`src/rtl/cfg_tap_ctrl.sv`:
```
module cfg_tap_ctrl #(
  parameter int          ADDR_W   = 6,
  parameter int          COL_W    = 16,
  parameter int          SIG_W    = 16,
  parameter int          CMP_N    = 12,
  parameter logic [31:0] ID_VALUE = 32'h1A2B_C043
) (
  input  logic              tck,
  input  logic              trst_n,
  input  logic              tms,
  input  logic              tdi,
  output logic              tdo,
  output logic              tdo_en,
  input  logic [CMP_N-1:0]  cmp_in,
  input  logic [SIG_W-1:0]  sig_in,
  input  logic [COL_W-1:0]  cfg_rdata,
  output logic [ADDR_W-1:0] col_addr,
  output logic [COL_W-1:0]  cfg_wdata,
  output logic              safe_state,
  output logic              prog_mode,
  output logic              erase_stb,
  output logic              prog_stb,
  output logic              bulk_stb,
  output logic              sig_erase_stb
);

  localparam int IR_W  = 5;
  localparam int W_A   = (COL_W > 32) ? COL_W : 32;
  localparam int W_B   = (SIG_W > W_A) ? SIG_W : W_A;
  localparam int W_C   = (ADDR_W > W_B) ? ADDR_W : W_B;
  localparam int DR_W  = (CMP_N > W_C) ? CMP_N : W_C;
  localparam int LEN_W = $clog2(DR_W);

  localparam logic [IR_W-1:0] OP_ADDR  = 5'h01;
  localparam logic [IR_W-1:0] OP_DATA  = 5'h02;
  localparam logic [IR_W-1:0] OP_ERASE = 5'h03;
  localparam logic [IR_W-1:0] OP_PROG  = 5'h04;
  localparam logic [IR_W-1:0] OP_READ  = 5'h05;
  localparam logic [IR_W-1:0] OP_BULK  = 5'h06;
  localparam logic [IR_W-1:0] OP_SAFE  = 5'h07;
  localparam logic [IR_W-1:0] OP_PEN   = 5'h08;
  localparam logic [IR_W-1:0] OP_ID    = 5'h09;
  localparam logic [IR_W-1:0] OP_PDIS  = 5'h0A;
  localparam logic [IR_W-1:0] OP_STAT  = 5'h0B;
  localparam logic [IR_W-1:0] OP_SERA  = 5'h0C;
  localparam logic [IR_W-1:0] OP_SIG   = 5'h0D;

  typedef enum logic [3:0] {
    S_TLR, S_RTI, S_SEL_DR, S_CAP_DR, S_SH_DR, S_EX1_DR, S_PA_DR, S_EX2_DR,
    S_UPD_DR, S_SEL_IR, S_CAP_IR, S_SH_IR, S_EX1_IR, S_PA_IR, S_EX2_IR, S_UPD_IR
  } tap_t;

  tap_t              state, state_nx;
  logic [IR_W-1:0]   ir, ir_sr;
  logic [DR_W-1:0]   dr, dr_shift, cap_val;
  logic [LEN_W-1:0]  dr_msb;
  logic [CMP_N-1:0]  stat_word;
  logic [1:0]        rti_cnt;
  logic              fire;

  function automatic logic forces_safe(input logic [IR_W-1:0] op);
    return op inside {OP_ADDR, OP_DATA, OP_ERASE, OP_PROG, OP_READ,
                      OP_BULK, OP_SAFE, OP_PEN, OP_SERA};
  endfunction

  always_comb begin
    case (state)
      S_TLR:    state_nx = tms ? S_TLR    : S_RTI;
      S_RTI:    state_nx = tms ? S_SEL_DR : S_RTI;
      S_SEL_DR: state_nx = tms ? S_SEL_IR : S_CAP_DR;
      S_CAP_DR: state_nx = tms ? S_EX1_DR : S_SH_DR;
      S_SH_DR:  state_nx = tms ? S_EX1_DR : S_SH_DR;
      S_EX1_DR: state_nx = tms ? S_UPD_DR : S_PA_DR;
      S_PA_DR:  state_nx = tms ? S_EX2_DR : S_PA_DR;
      S_EX2_DR: state_nx = tms ? S_UPD_DR : S_SH_DR;
      S_UPD_DR: state_nx = tms ? S_SEL_DR : S_RTI;
      S_SEL_IR: state_nx = tms ? S_TLR    : S_CAP_IR;
      S_CAP_IR: state_nx = tms ? S_EX1_IR : S_SH_IR;
      S_SH_IR:  state_nx = tms ? S_EX1_IR : S_SH_IR;
      S_EX1_IR: state_nx = tms ? S_UPD_IR : S_PA_IR;
      S_PA_IR:  state_nx = tms ? S_EX2_IR : S_PA_IR;
      S_EX2_IR: state_nx = tms ? S_UPD_IR : S_SH_IR;
      default:  state_nx = tms ? S_SEL_DR : S_RTI;
    endcase
  end

  always_ff @(posedge tck or negedge trst_n)
    if (!trst_n) state <= S_TLR;
    else         state <= state_nx;

  always_ff @(posedge tck or negedge trst_n) begin
    if (!trst_n) begin
      ir    <= OP_ID;
      ir_sr <= '0;
    end else begin
      case (state)
        S_TLR:    ir    <= OP_ID;
        S_CAP_IR: ir_sr <= IR_W'(1);
        S_SH_IR:  ir_sr <= {tdi, ir_sr[IR_W-1:1]};
        S_UPD_IR: ir    <= ir_sr;
        default: ;
      endcase
    end
  end

  always_ff @(posedge tck or negedge trst_n) begin
    if (!trst_n)                                  prog_mode <= 1'b0;
    else if (state == S_TLR)                      prog_mode <= 1'b0;
    else if (state == S_UPD_IR && ir_sr == OP_PEN)  prog_mode <= 1'b1;
    else if (state == S_UPD_IR && ir_sr == OP_PDIS) prog_mode <= 1'b0;
  end

  assign safe_state = forces_safe(ir);

  always_comb
    for (int k = 0; k < CMP_N; k++) stat_word[CMP_N-1-k] = cmp_in[k];

  always_comb begin
    case (ir)
      OP_ADDR: begin dr_msb = LEN_W'(ADDR_W-1); cap_val = DR_W'(col_addr);  end
      OP_DATA: begin dr_msb = LEN_W'(COL_W-1);  cap_val = DR_W'(cfg_wdata); end
      OP_READ: begin dr_msb = LEN_W'(COL_W-1);  cap_val = DR_W'(cfg_rdata); end
      OP_ID:   begin dr_msb = LEN_W'(31);       cap_val = DR_W'(ID_VALUE);  end
      OP_STAT: begin dr_msb = LEN_W'(CMP_N-1);  cap_val = DR_W'(stat_word); end
      OP_SIG:  begin dr_msb = LEN_W'(SIG_W-1);  cap_val = DR_W'(sig_in);    end
      default: begin dr_msb = '0;               cap_val = '0;               end
    endcase
    dr_shift         = dr >> 1;
    dr_shift[dr_msb] = tdi;
  end

  always_ff @(posedge tck or negedge trst_n) begin
    if (!trst_n) begin
      dr        <= '0;
      col_addr  <= '0;
      cfg_wdata <= '0;
    end else begin
      case (state)
        S_CAP_DR: dr <= cap_val;
        S_SH_DR:  dr <= dr_shift;
        S_UPD_DR: begin
          if (ir == OP_ADDR) col_addr  <= dr[ADDR_W-1:0];
          if (ir == OP_DATA) cfg_wdata <= dr[COL_W-1:0];
        end
        default: ;
      endcase
    end
  end

  always_ff @(negedge tck or negedge trst_n) begin
    if (!trst_n) begin
      tdo    <= 1'b0;
      tdo_en <= 1'b0;
    end else begin
      tdo    <= (state == S_SH_IR) ? ir_sr[0] : (state == S_SH_DR) ? dr[0] : 1'b0;
      tdo_en <= (state == S_SH_IR) || (state == S_SH_DR);
    end
  end

  always_ff @(posedge tck or negedge trst_n)
    if (!trst_n)              rti_cnt <= '0;
    else if (state != S_RTI)  rti_cnt <= '0;
    else if (rti_cnt != 2'd2) rti_cnt <= rti_cnt + 2'd1;

  assign fire = (state == S_RTI) && (rti_cnt == 2'd1) && prog_mode;

  always_ff @(posedge tck or negedge trst_n) begin
    if (!trst_n) begin
      erase_stb     <= 1'b0;
      prog_stb      <= 1'b0;
      bulk_stb      <= 1'b0;
      sig_erase_stb <= 1'b0;
    end else begin
      erase_stb     <= fire && (ir == OP_ERASE);
      prog_stb      <= fire && (ir == OP_PROG);
      bulk_stb      <= fire && (ir == OP_BULK);
      sig_erase_stb <= fire && (ir == OP_SERA);
    end
  end

  logic any_stb;
  assign any_stb = erase_stb | prog_stb | bulk_stb | sig_erase_stb;

  assert_stb_pulse_R3: assert property (@(posedge tck) disable iff (!trst_n)
    any_stb |=> !any_stb);

  assert_stb_second_edge_R3: assert property (@(posedge tck) disable iff (!trst_n)
    any_stb |-> ($past(state) == S_RTI && $past(state, 2) == S_RTI && $past(state, 3) != S_RTI));

  assert_stb_onehot_R4: assert property (@(posedge tck) disable iff (!trst_n)
    $onehot0({erase_stb, prog_stb, bulk_stb, sig_erase_stb}));

  assert_stb_needs_prog_R4: assert property (@(posedge tck) disable iff (!trst_n)
    any_stb |-> prog_mode);

  assert_tlr_clears_prog_R5: assert property (@(posedge tck) disable iff (!trst_n)
    state == S_TLR |=> !prog_mode);

  assert_safe_after_update_R1: assert property (@(posedge tck) disable iff (!trst_n)
    (state == S_UPD_IR && forces_safe(ir_sr)) |=> safe_state);

  assert_tdo_en_shift_only_R11: assert property (@(posedge tck) disable iff (!trst_n)
    tdo_en |-> (state == S_SH_DR || state == S_SH_IR));

endmodule

```
`config.mk`:
```
export PLATFORM = sky130hd
export DESIGN_NAME = cfg_tap_ctrl
export DESIGN_NICKNAME = d
export VERILOG_FILES = /design/src/rtl/cfg_tap_ctrl.sv
export SDC_FILE = /design/constraint.sdc
export NUM_CORES = 1
export LEC_CHECK = 0
export BUFFER_PORTS_ARGS = -buffer_cell sky130_fd_sc_hd__buf_4
export CELL_PAD_IN_SITES_DETAIL_PLACEMENT = 0
export CELL_PAD_IN_SITES_GLOBAL_PLACEMENT = 1
export CORE_MARGIN = 8
export CORE_UTILIZATION = 35
export CTS_BUF_LIST = sky130_fd_sc_hd__clkbuf_8
export DETAILED_ROUTE_END_ITERATION = 10
export PLACE_DENSITY_LB_ADDON = 0.1
export SLEW_MARGIN = 20
export SYNTH_ARGS = -nofsm -noshare
export SYNTH_HDL_FRONTEND = slang
export SYNTH_SLANG_ARGS = --single-unit
```
`constraint.sdc`:
```
create_clock -name tck -period 5.1 [get_ports tck]
set_input_delay 0.51 -clock tck [delete_from_list [all_inputs] [get_ports tck]]
set_output_delay 0.51 -clock tck [all_outputs]
set_load 0.02 [all_outputs]
```
==> After elaboration in Yosys (flattened, before gate mapping) <==
Cells that the tools add are included.
Widths: inputs -> output; s select.
{ "totals": {"reg_bits": 77, "in_bits": 48, "output_inout_bits": 30, "word_cells": 99} }
{ "classes": {"addsub": 1, "magnitude_cmp": 2, "n_eq_ne": 32, "mux": 28, "reduce_logical": 22} }
{ "op_table": {"columns": ["operator", "count"], "rows": [
  ["$pmux 29 s6", 1],
  ["$pmux 32 s2", 1],
  ["$pmux 4 s11", 1],
  ["$eq 5x4->1 const B", 7],
  ["$bwmux 32", 1],
  ["$eq 4x4->1 const B", 8],
  ["$eq 5x3->1 const B", 4],
  ["$pmux 5 s2", 2],
  ["$pmux 5 s4", 1],
  ["$eq 4x3->1 const B", 4],
  ["$mux 4", 4],
  ["$eq 5x2->1 const B", 2],
  ["$mux 2", 5],
  ["$logic_and 1x1->1", 9],
  ["$mux 1", 9],
  ["$reduce_bool 9->1", 1],
  ["$eq 4x2->1 const B", 2],
  ["$reduce_bool 2->1", 4],
  ["$lt 5x6->1 const B", 1],
  ["$mux 3", 2],
  ["$demux 1 s5", 1],
  ["$eq 5x1->1 const B", 1],
  ["$ge 5x1->1 const B", 1],
  ["$eq 4x1->1 const B", 1],
  ["10 further kinds", 12]
]} }

==> Logic depth before layout (Yosys ltp) <==
Gate-level depths: netlist of the first run.
{ "logic_depth": {"word_depth": 9, "ltp_mapped": 8, "depth_no_buf": 5} }

==> results of run 1 <==
how the worst max path moves through the flow:
stage / startpoint / endpoint / slack [ns] / depth (start not counted)
2_1_floorplan: state[3]$_DFF_PN0_ / tdo$_DFF_NN0_ / 1.18 / 4
3_3_place_gp: state[3]$_DFF_PN0_ / tdo$_DFF_NN0_ / 1.14 / 2
3_5_place_dp: state[3]$_DFF_PN0_ / tdo$_DFF_NN0_ / 1.11 / 2
4_1_cts: state[3]$_DFF_PN0_ / tdo$_DFF_NN0_ / 1.05 / 2
5_1_grt: state[2]$_DFF_PN0_ / tdo$_DFF_NN0_ / 0.94 / 2
6_report: state[3]$_DFF_PN0_ / tdo$_DFF_NN0_ / 1.06 / 2
registers in the layout (all words and copies together) (netlist names):
signal and cells:
bulk_stb 1, cfg_wdata 16, col_addr 6, dr 32, erase_stb 1, ir 5
ir_sr 5, prog_mode 1, prog_stb 1, rti_cnt 2, sig_erase_stb 1, state 4
tdo 1, tdo_en 1
cell usage after synthesis (7+ instances only):
| master | number | share of area [%] |
|---|---|---|
| a21oi_1 | 24 | 3.1 |
| a221o_1 | 10 | 2.6 |
| a22o_1 | 8 | 1.8 |
| a22oi_1 | 24 | 4.6 |
| buf_2 | 9 | 1.1 |
| clkbuf_1 | 17 | 1.6 |
| dfrtp_1 | 73 | 47 |
| inv_1 | 7 | 0.67 |
| mux2_2 | 20 | 5.7 |
| mux2_4 | 8 | 3.1 |
| nand2_1 | 38 | 3.6 |
| nand2b_1 | 8 | 1.3 |
| nor2_1 | 16 | 1.5 |
| nor3_1 | 9 | 1.1 |
| o21ai_0 | 26 | 3.3 |
logic make-up after synthesis:
logic type / after synthesis
compound gates: 121
simple gates: 105
flops: 77
buf+inv: 37
mux: 33
fa+ha+maj: 2
xor+xnor: 1
routing by layer:
layer	global-route usage (%)	vias up	wire [microns]
met5	0	-	0
met2	24.1	81	5300
met1	21.5	1611	5450
li1	-	1530	-
met3	3.56	10	651
met4	5.71	0	126
final cells by class:
cell class              instances  area, sq um  share of cell area (%)
clock buffers                   9          124                    2.59
inverters                       7         26.3                   0.550
repair buffers                 81          608                    12.7
multi-input cells             262         1840                    38.4
clock inverters                 7         80.1                    1.68
flip-flops and latches         77         1930                    40.4
well taps                     140          175                    3.66
power groups by stage:
stage,clock network (uW),logic [uW],registers (uW)
after floorplan,0,764,957
after global placement,0,935,1100
after detailed placement,0,936,1100
after CTS,495,942,1090
after global routing,526,1040,1130
final,483,938,1090
through the flow:
stage / power [uW] / std cells / hold WS, ns / worst slack, ns / instance area [sq um]
floorplan: 1720 / 376 / 0.214 / 1.18 / 3920
global placement: 2030 / 567 / 0.474 / 1.14 / 4570
detailed placement: 2030 / 567 / 0.474 / 1.11 / 4570
CTS: 2530 / 583 / 0.0783 / 1.05 / 4770
global route: 2700 / 583 / 0.0866 / 0.936 / 4780
finish: 2510 / 583 / 0.0811 / 1.06 / 4780
==> impl_metrics.tcl, run 1 <==
set metrics [dict create \
    status "finished clean" \
    synth_cell_types 55 \
    synth_compound_area_share_pct 21.4 \
    grt_pass1_wl_mm 18.3 \
    rsz0062_at_grt "false" \
    numCtsBuffers 9 \
    vdd.ir_drop.worst_mv 0.217 \
    viasPerCell 5.54 \
    first_iter_violations 168 \
    final_cell_mix "81 x buf_4, 73 x dfrtp_1, 38 x nand2_1, 26 x o21ai_0" \
    drt_first_pass_iters 4 \
    cpMaxStageDelayCell "dfrtp_1" \
    dr_total_vias 3232 \
    route.detailed.drc 0 \
    syn-instance-count 376 \
    routed_wl_mm 11.5 \
    critPathMaxFanout 22 \
    cts_setup_buffers 0 \
    die_area_sq_um 14900 \
    hp-class "in2async" \
    synth_top_family_by_area "compound AO/OA/AOI/OAI gates" \
    antenna_found_initial 0 \
    ys_ff_latch 77 \
    fill_cells 1075 \
    r2r-end "tdo$_DFF_NN0_" \
    final_common_cell "buf_4" \
    setup_tns_ns 0 \
    synth_area_sq_um 3920 \
    slew_violations 0 \
    drive_above_1_share_pct 30.5 \
    cts.sinks 77 \
    gp_congestion 0.777 \
    synth_xor_area_share_pct 0.223 \
    yosysSeqAreaShare_pct 49.2 \
    critPathKind "reg2reg" \
    ioPinCount 78 \
    powerDensity_nw_per_um2 526 \
    crit_arrival_ns 1.87 \
    nets 488 \
    grt_max_degree 49 \
    core_area_sq_um 10900 \
    netSwitchingFraction_pct 42.1 \
    cts_tree "built" \
    fin_util_pct 43.9 \
    max_cap_violations 0 \
    power.leakage_uw 0.00222 \
    die_h_microns 122 \
    relSlewSlack_pct 45.0 \
    required_ns 2.92 \
    endpoint_kind "flip-flop" \
    cts.clk_slew.worst_paths_ns 0.08 \
    rr_startpoint "state[3]$_DFF_PN0_" \
    grt_use_total_pct 15.8 \
    synth-main-ff-cell "dfrtp_1" \
    syn-num-nets 426 \
    seq_power_share_pct 43.4 \
    avgSynthCellArea_sq_um 10.4 \
    yosysWarnings 0 \
    root_buffer "clkbuf_8" \
    finalSetupViolations 0 \
    dpl.hpwl_mm 8.04 \
    h-tree-depth 3 \
    synth-edff-count 0 \
    synth_fa_ha_area_share_pct 0.638 \
    worstMarginPinSlew_ns 0.819 \
    rows 38 \
    timing_hold_violations_final 0 \
    async_reset_ff_share_pct 100 \
    slowest_delay_ns 0.79 \
    cp_cell_sequence "nor2b_1, a32o_1" \
    num_antenna_cells 0 \
    wire_per_inst_microns 19.8 \
    start_util_pct 36.0 \
    cts_resized 0 \
    pwr-share-comb_pct 37.3 \
    reg2reg_depth 2 \
    insertion_delay_ns 0.35 \
    grt_pass1_vias 3229 \
    clk_path_buf_depth 2 \
    io_buffers 77 \
    die-width_microns 122 \
    syn2layout_area_growth_pct 21.8 \
    pwr-share-clk_pct 19.2 \
    start_kind "flip-flop" \
    path_buf_inv 0 \
    grt-ovfl-total 0 \
    r2r_slack_ns 1.06 \
    ant_nets 0 \
    cpLargestDelayFamily "flip-flops" \
    synth-simple-area-share_pct 14.3 \
    finalClockSkew_ns 0.0219 \
    p_switching_uw 1060 \
    internal_power_uw 1450 \
    holdBufCountCts 0 \
    muxShareOfSynthArea_pct 10.1 \
]
Power figures use the tool's default switching activity.
==> run 2: changes to the inputs <==
==> constraint.sdc (replaced) <==
create_clock -name tck -period 4.06 [get_ports tck]
set_input_delay 0.406 -clock tck [delete_from_list [all_inputs] [get_ports tck]]
set_output_delay 0.406 -clock tck [all_outputs]
set_load 0.02 [all_outputs]
==> run 2 against run 1 <==
Against the previous run: sequential power increased by 20%; highest routed layer unchanged; setup slack worse by 0.35 ns; die area unchanged; non-clock buffer count rose by 6; total power rose by 27%; largest power group unchanged; wire length about the same; critical path type is now reg2out; first-iteration DRC count increased by 21%.
==> impl_metrics.tcl, run 2 (synthesis gave the netlist of run 1 again) <==
set metrics [dict create \
    dpl.hpwl_mm 8.15 \
    routed_wl_mm 11.5 \
    numCtsBuffers 9 \
    grt_pass1_wl_mm 18.3 \
    min_from "tms" \
    worstMarginPinSlew_ns 1.02 \
    reg2reg_depth 3 \
    status "finished clean" \
    h-tree-depth 3 \
    setup.worst_path.start "tdo_en$_DFF_NN0_" \
    slew_violations 0 \
    cts_resized 0 \
    insertion_delay_ns 0.36 \
    cp.depth 1 \
    grt_max_degree 61 \
    cts.clk_slew.worst_paths_ns 0.08 \
    dp_slack_ns 0.742 \
    multi_input_area_sq_um 1830 \
    path_buf_inv 1 \
    finalSetupViolations 0 \
    relSlewSlack_pct 31.8 \
    seqCellArea_sq_um 1930 \
    gp_congestion 0.804 \
    rr_startpoint "state[1]$_DFF_PN0_" \
    io_buffers 77 \
    cts.sinks 77 \
    routed.top_layer "met4" \
    nets 494 \
    holdBufCountCts 1 \
    wl_met2_mm 5.22 \
    ant_nets 0 \
    hp-class "in2reg" \
    rows 38 \
    required_ns 3.65 \
    finalClockSkew_ns 0.0178 \
    placedCellCount 572 \
    dr_total_vias 3203 \
    num_antenna_cells 0 \
    vdd.ir_drop.worst_mv 0.253 \
    route.detailed.drc 0 \
    critPathMaxFanout 1 \
    cts_tree "built" \
    grt-ovfl-total 0 \
    grt_use_total_pct 16.1 \
    fin_hold_ws_ns 0.329 \
    cp_cell_sequence "buf_4" \
    timing_hold_violations_final 0 \
    max_cap_violations 0 \
    viasPerCell 5.44 \
    largest_reg_flops 32 \
    cpMaxStageDelayCell "dfrtn_1" \
    rsz0062_at_grt "false" \
    die_area_sq_um 14900 \
    powerDensity_nw_per_um2 659 \
    setup_ws_ns 0.710 \
    slowest_delay_ns 0.42 \
    setup_tns_ns 0 \
    reg.largest.list "dr x32, cfg_wdata x16, col_addr x6" \
    finalPower_uw 3180 \
    die_h_microns 122 \
    clk_path_buf_depth 2 \
    final_cell_mix "86 x buf_4, 73 x dfrtp_1, 38 x nand2_1, 26 x o21ai_0" \
    start_util_pct 36.0 \
    syn2layout_area_growth_pct 23.1 \
    cpLargestDelayFamily "flip-flops" \
    antenna_found_initial 0 \
    fill_cells 1056 \
    ioPinCount 78 \
    die-width_microns 122 \
    core_area_sq_um 10900 \
    wire_per_inst_microns 19.6 \
    start_kind "flip-flop" \
    finalNonFillerCells 589 \
    grt_pass1_vias 3249 \
    endpoint_kind "output port" \
    final_common_cell "buf_4" \
    wl_met1_mm 5.24 \
    power.leakage_uw 0.00225 \
    critPathKind "reg2out" \
    drive_above_1_share_pct 31.2 \
    wl_met3_microns 907 \
    cts_setup_buffers 0 \
    root_buffer "clkbuf_8" \
    drt_first_pass_iters 4 \
    min_path_cells 2 \
    top_register "dr" \
    first_iter_violations 204 \
    crit_arrival_ns 2.94 \
]
-- run 2: layout make-up --
type	count	area share [%]
Clock buffer	11	3.14
Clock inverter	5	1.22
Inverter	7	0.544
Multi-Input combinational cell	262	37.9
Sequential cell	77	40.0
Tap cell	140	3.63
Timing Repair Buffer	87	13.6
-- run 2: final timing paths --
path,endpoint,slack [ns]
max,tdo_en,0.71
min,state[0]$_DFF_PN0_,0.33
max reg2reg,tdo$_DFF_NN0_,0.74
min reg2reg,dr[31]$_DFFE_PN0N_,0.50
max in group asynchronous,tdo_en$_DFF_NN0_,1.43
min in group asynchronous,dr[0]$_DFFE_PN0N_,0.45
-- run 2: through the flow --
step                      instance area (sq um)  utilization, %
after global routing                       4830            44.3
after CTS                                  4830            44.3
final                                      4830            44.3
after detailed placement                   4610            42.3
after floorplan                            3920               -
after global placement                     4610            42.3
-- run 2: where the power goes --
group / switching, uW / internal, uW / total, uW
clock network: 293 / 317 / 610
registers: 297 / 1010 / 1310
logic: 712 / 553 / 1270
-- run 2: per-layer routing --
layer  vias up  global-route usage [%]
li1       1539                       -
met2        97                    24.0
met1      1552                    21.5
met3        15                    5.37
met5         -                       0
met4         0                    5.32
==> run 3: changes to the inputs <==
==> constraint.sdc (replaced) <==
create_clock -name tck -period 3.5 [get_ports tck]
set_input_delay 0.35 -clock tck [delete_from_list [all_inputs] [get_ports tck]]
set_output_delay 0.35 -clock tck [all_outputs]
set_load 0.02 [all_outputs]
==> run 3 against run 2 <==
Against the previous run: combinational power is 21% higher; non-clock buffer count rose by 4; total power is 17% higher; wire length grew 1.0%.
==> impl_metrics.tcl, run 3 (synthesis gave the netlist of run 1 again) <==
set metrics [dict create \
    timing_hold_violations_final 0 \
    cpLargestDelayFamily "flip-flops" \
    critPathMaxFanout 1 \
    routed_wl_mm 11.6 \
    internal_power_uw 2180 \
    hold_path_end "state[0]$_DFF_PN0_" \
    placedCellCount 576 \
    r2r-end "tdo_en$_DFF_NN0_" \
    setup_tns_ns 0 \
    ant_nets 0 \
    pwr-share-comb_pct 41.3 \
    wire_per_inst_microns 19.6 \
    hp-class "in2reg" \
    cts.clk_slew.worst_paths_ns 0.09 \
    grt_pass1_vias 3230 \
    p_switching_uw 1560 \
    routed.top_layer "met4" \
    grt-ovfl-total 0 \
    r2r_slack_ns 0.61 \
    nets 498 \
    finalPower_uw 3740 \
    critPathKind "reg2out" \
    finalNonFillerCells 593 \
    drt_first_pass_iters 5 \
    crit_arrival_ns 2.68 \
    rsz0062_at_grt "false" \
    cpMaxStageDelayCell "dfrtn_1" \
    finalSetupViolations 0 \
    final_cell_mix "90 x buf_4, 73 x dfrtp_1, 38 x nand2_1, 26 x o21ai_0" \
    h-tree-depth 3 \
    slowest_delay_ns 0.44 \
    cts.sinks 77 \
    root_buffer "clkbuf_8" \
    final_common_cell "buf_4" \
    required_ns 3.15 \
    min_from "tms" \
    pwr-share-clk_pct 19.0 \
    rows 38 \
    top_register "dr" \
    largest_reg_flops 32 \
    core_area_sq_um 10900 \
    reg.largest.list "dr x32, cfg_wdata x16, col_addr x6" \
    die_area_sq_um 14900 \
    num_antenna_cells 0 \
    endpoint_kind "output port" \
    path_buf_inv 1 \
    route.detailed.drc 0 \
    start_util_pct 36.0 \
    fin_util_pct 44.6 \
    power.leakage_uw 0.00227 \
    clk_path_buf_depth 2 \
    ioPinCount 78 \
    syn2layout_area_growth_pct 23.7 \
    grt_max_degree 41 \
    numCtsBuffers 9 \
    wl_met3_microns 731 \
    cp_cell_sequence "buf_4" \
    fin_hold_ws_ns 0.261 \
    wl_met1_mm 5.57 \
    die_h_microns 122 \
    vdd.ir_drop.worst_mv 0.341 \
    grt_pass1_wl_mm 18.1 \
    reg2reg_depth 3 \
    finalClockSkew_ns 0.0198 \
    seq_power_share_pct 39.7 \
    powerDensity_nw_per_um2 770 \
    antenna_found_initial 0 \
    rr_startpoint "state[2]$_DFF_PN0_" \
    dr_total_vias 3197 \
    relSlewSlack_pct 47.8 \
    slew_violations 0 \
    first_iter_violations 198 \
    wl_met2_mm 5.28 \
    netSwitchingFraction_pct 41.7 \
    worstMarginPinSlew_ns 0.777 \
    io_buffers 77 \
    max_cap_violations 0 \
    insertion_delay_ns 0.36 \
    die-width_microns 122 \
    viasPerCell 5.39 \
    min_path_cells 2 \
    cts_setup_buffers 0 \
    grt_use_total_pct 15.7 \
    drive_above_1_share_pct 31.8 \
    status "finished clean" \
    dpl.hpwl_mm 8.16 \
    start_kind "flip-flop" \
    gp_congestion 0.801 \
    cts_tree "built" \
]
-- run 3: cell count changes in the layout (fill, tap and decap cells not counted) --
cell	delta
inv_6	+3
clkinv_4	-1
inv_8	+1
buf_4	+4
clkbuf_8	-2
clkinvlp_4	-1
-- run 3: power groups by stage --
stage	clock network [uW]	registers, uW	logic (uW)
floorplan	0	1390	1110
global placement	0	1490	1520
detailed placement	0	1500	1530
CTS	730	1490	1540
global route	758	1540	1700
finish	710	1480	1540
-- run 3: layer usage --
metal / track usage [%] / vias up
li1: - / 1553
met4: 4.86 / 0
met1: 21.3 / 1567
met3: 3.75 / 4
met2: 24.2 / 73
met5: 0 / -
-- run 3: through the flow --
| stage | setup WS [ns] | area (sq um) |
|---|---|---|
| after detailed placement | 0.642 | 4640 |
| after global placement | 0.690 | 4640 |
| after CTS | 0.455 | 4850 |
| final | 0.472 | 4850 |
| after global routing | 0.441 | 4850 |
| after floorplan | 0.383 | 3920 |
-- run 3: area by class of cell --
type                    instances  area [sq um]
inverters                       7          26.3
clock inverters                 7          80.1
multi-input cells             262          1830
repair buffers                 91           686
fillers                      1057          6040
flip-flops and latches         77          1930
clock buffers                   9           124
well taps                     140           175
-- run 3: worst max path at each step --
stage	start	cells after the start	slack, ns	endpoint
finish	tdo$_DFF_NN0_	1	0.47	tdo
global route	tdo$_DFF_NN0_	1	0.44	tdo
CTS	tdo$_DFF_NN0_	1	0.45	tdo
detailed placement	state[3]$_DFF_PN0_	3	0.64	tdo$_DFF_NN0_
global placement	state[3]$_DFF_PN0_	3	0.69	tdo$_DFF_NN0_
floorplan	state[3]$_DFF_PN0_	4	0.38	tdo$_DFF_NN0_
-- run 3: repair_timing --
| item | CTS | global route |
|---|---|---|
| resized for setup | 0 | 0 |
| hold buffers | 1 | 0 |
| endpoints found under the hold margin | 7 | 0 |
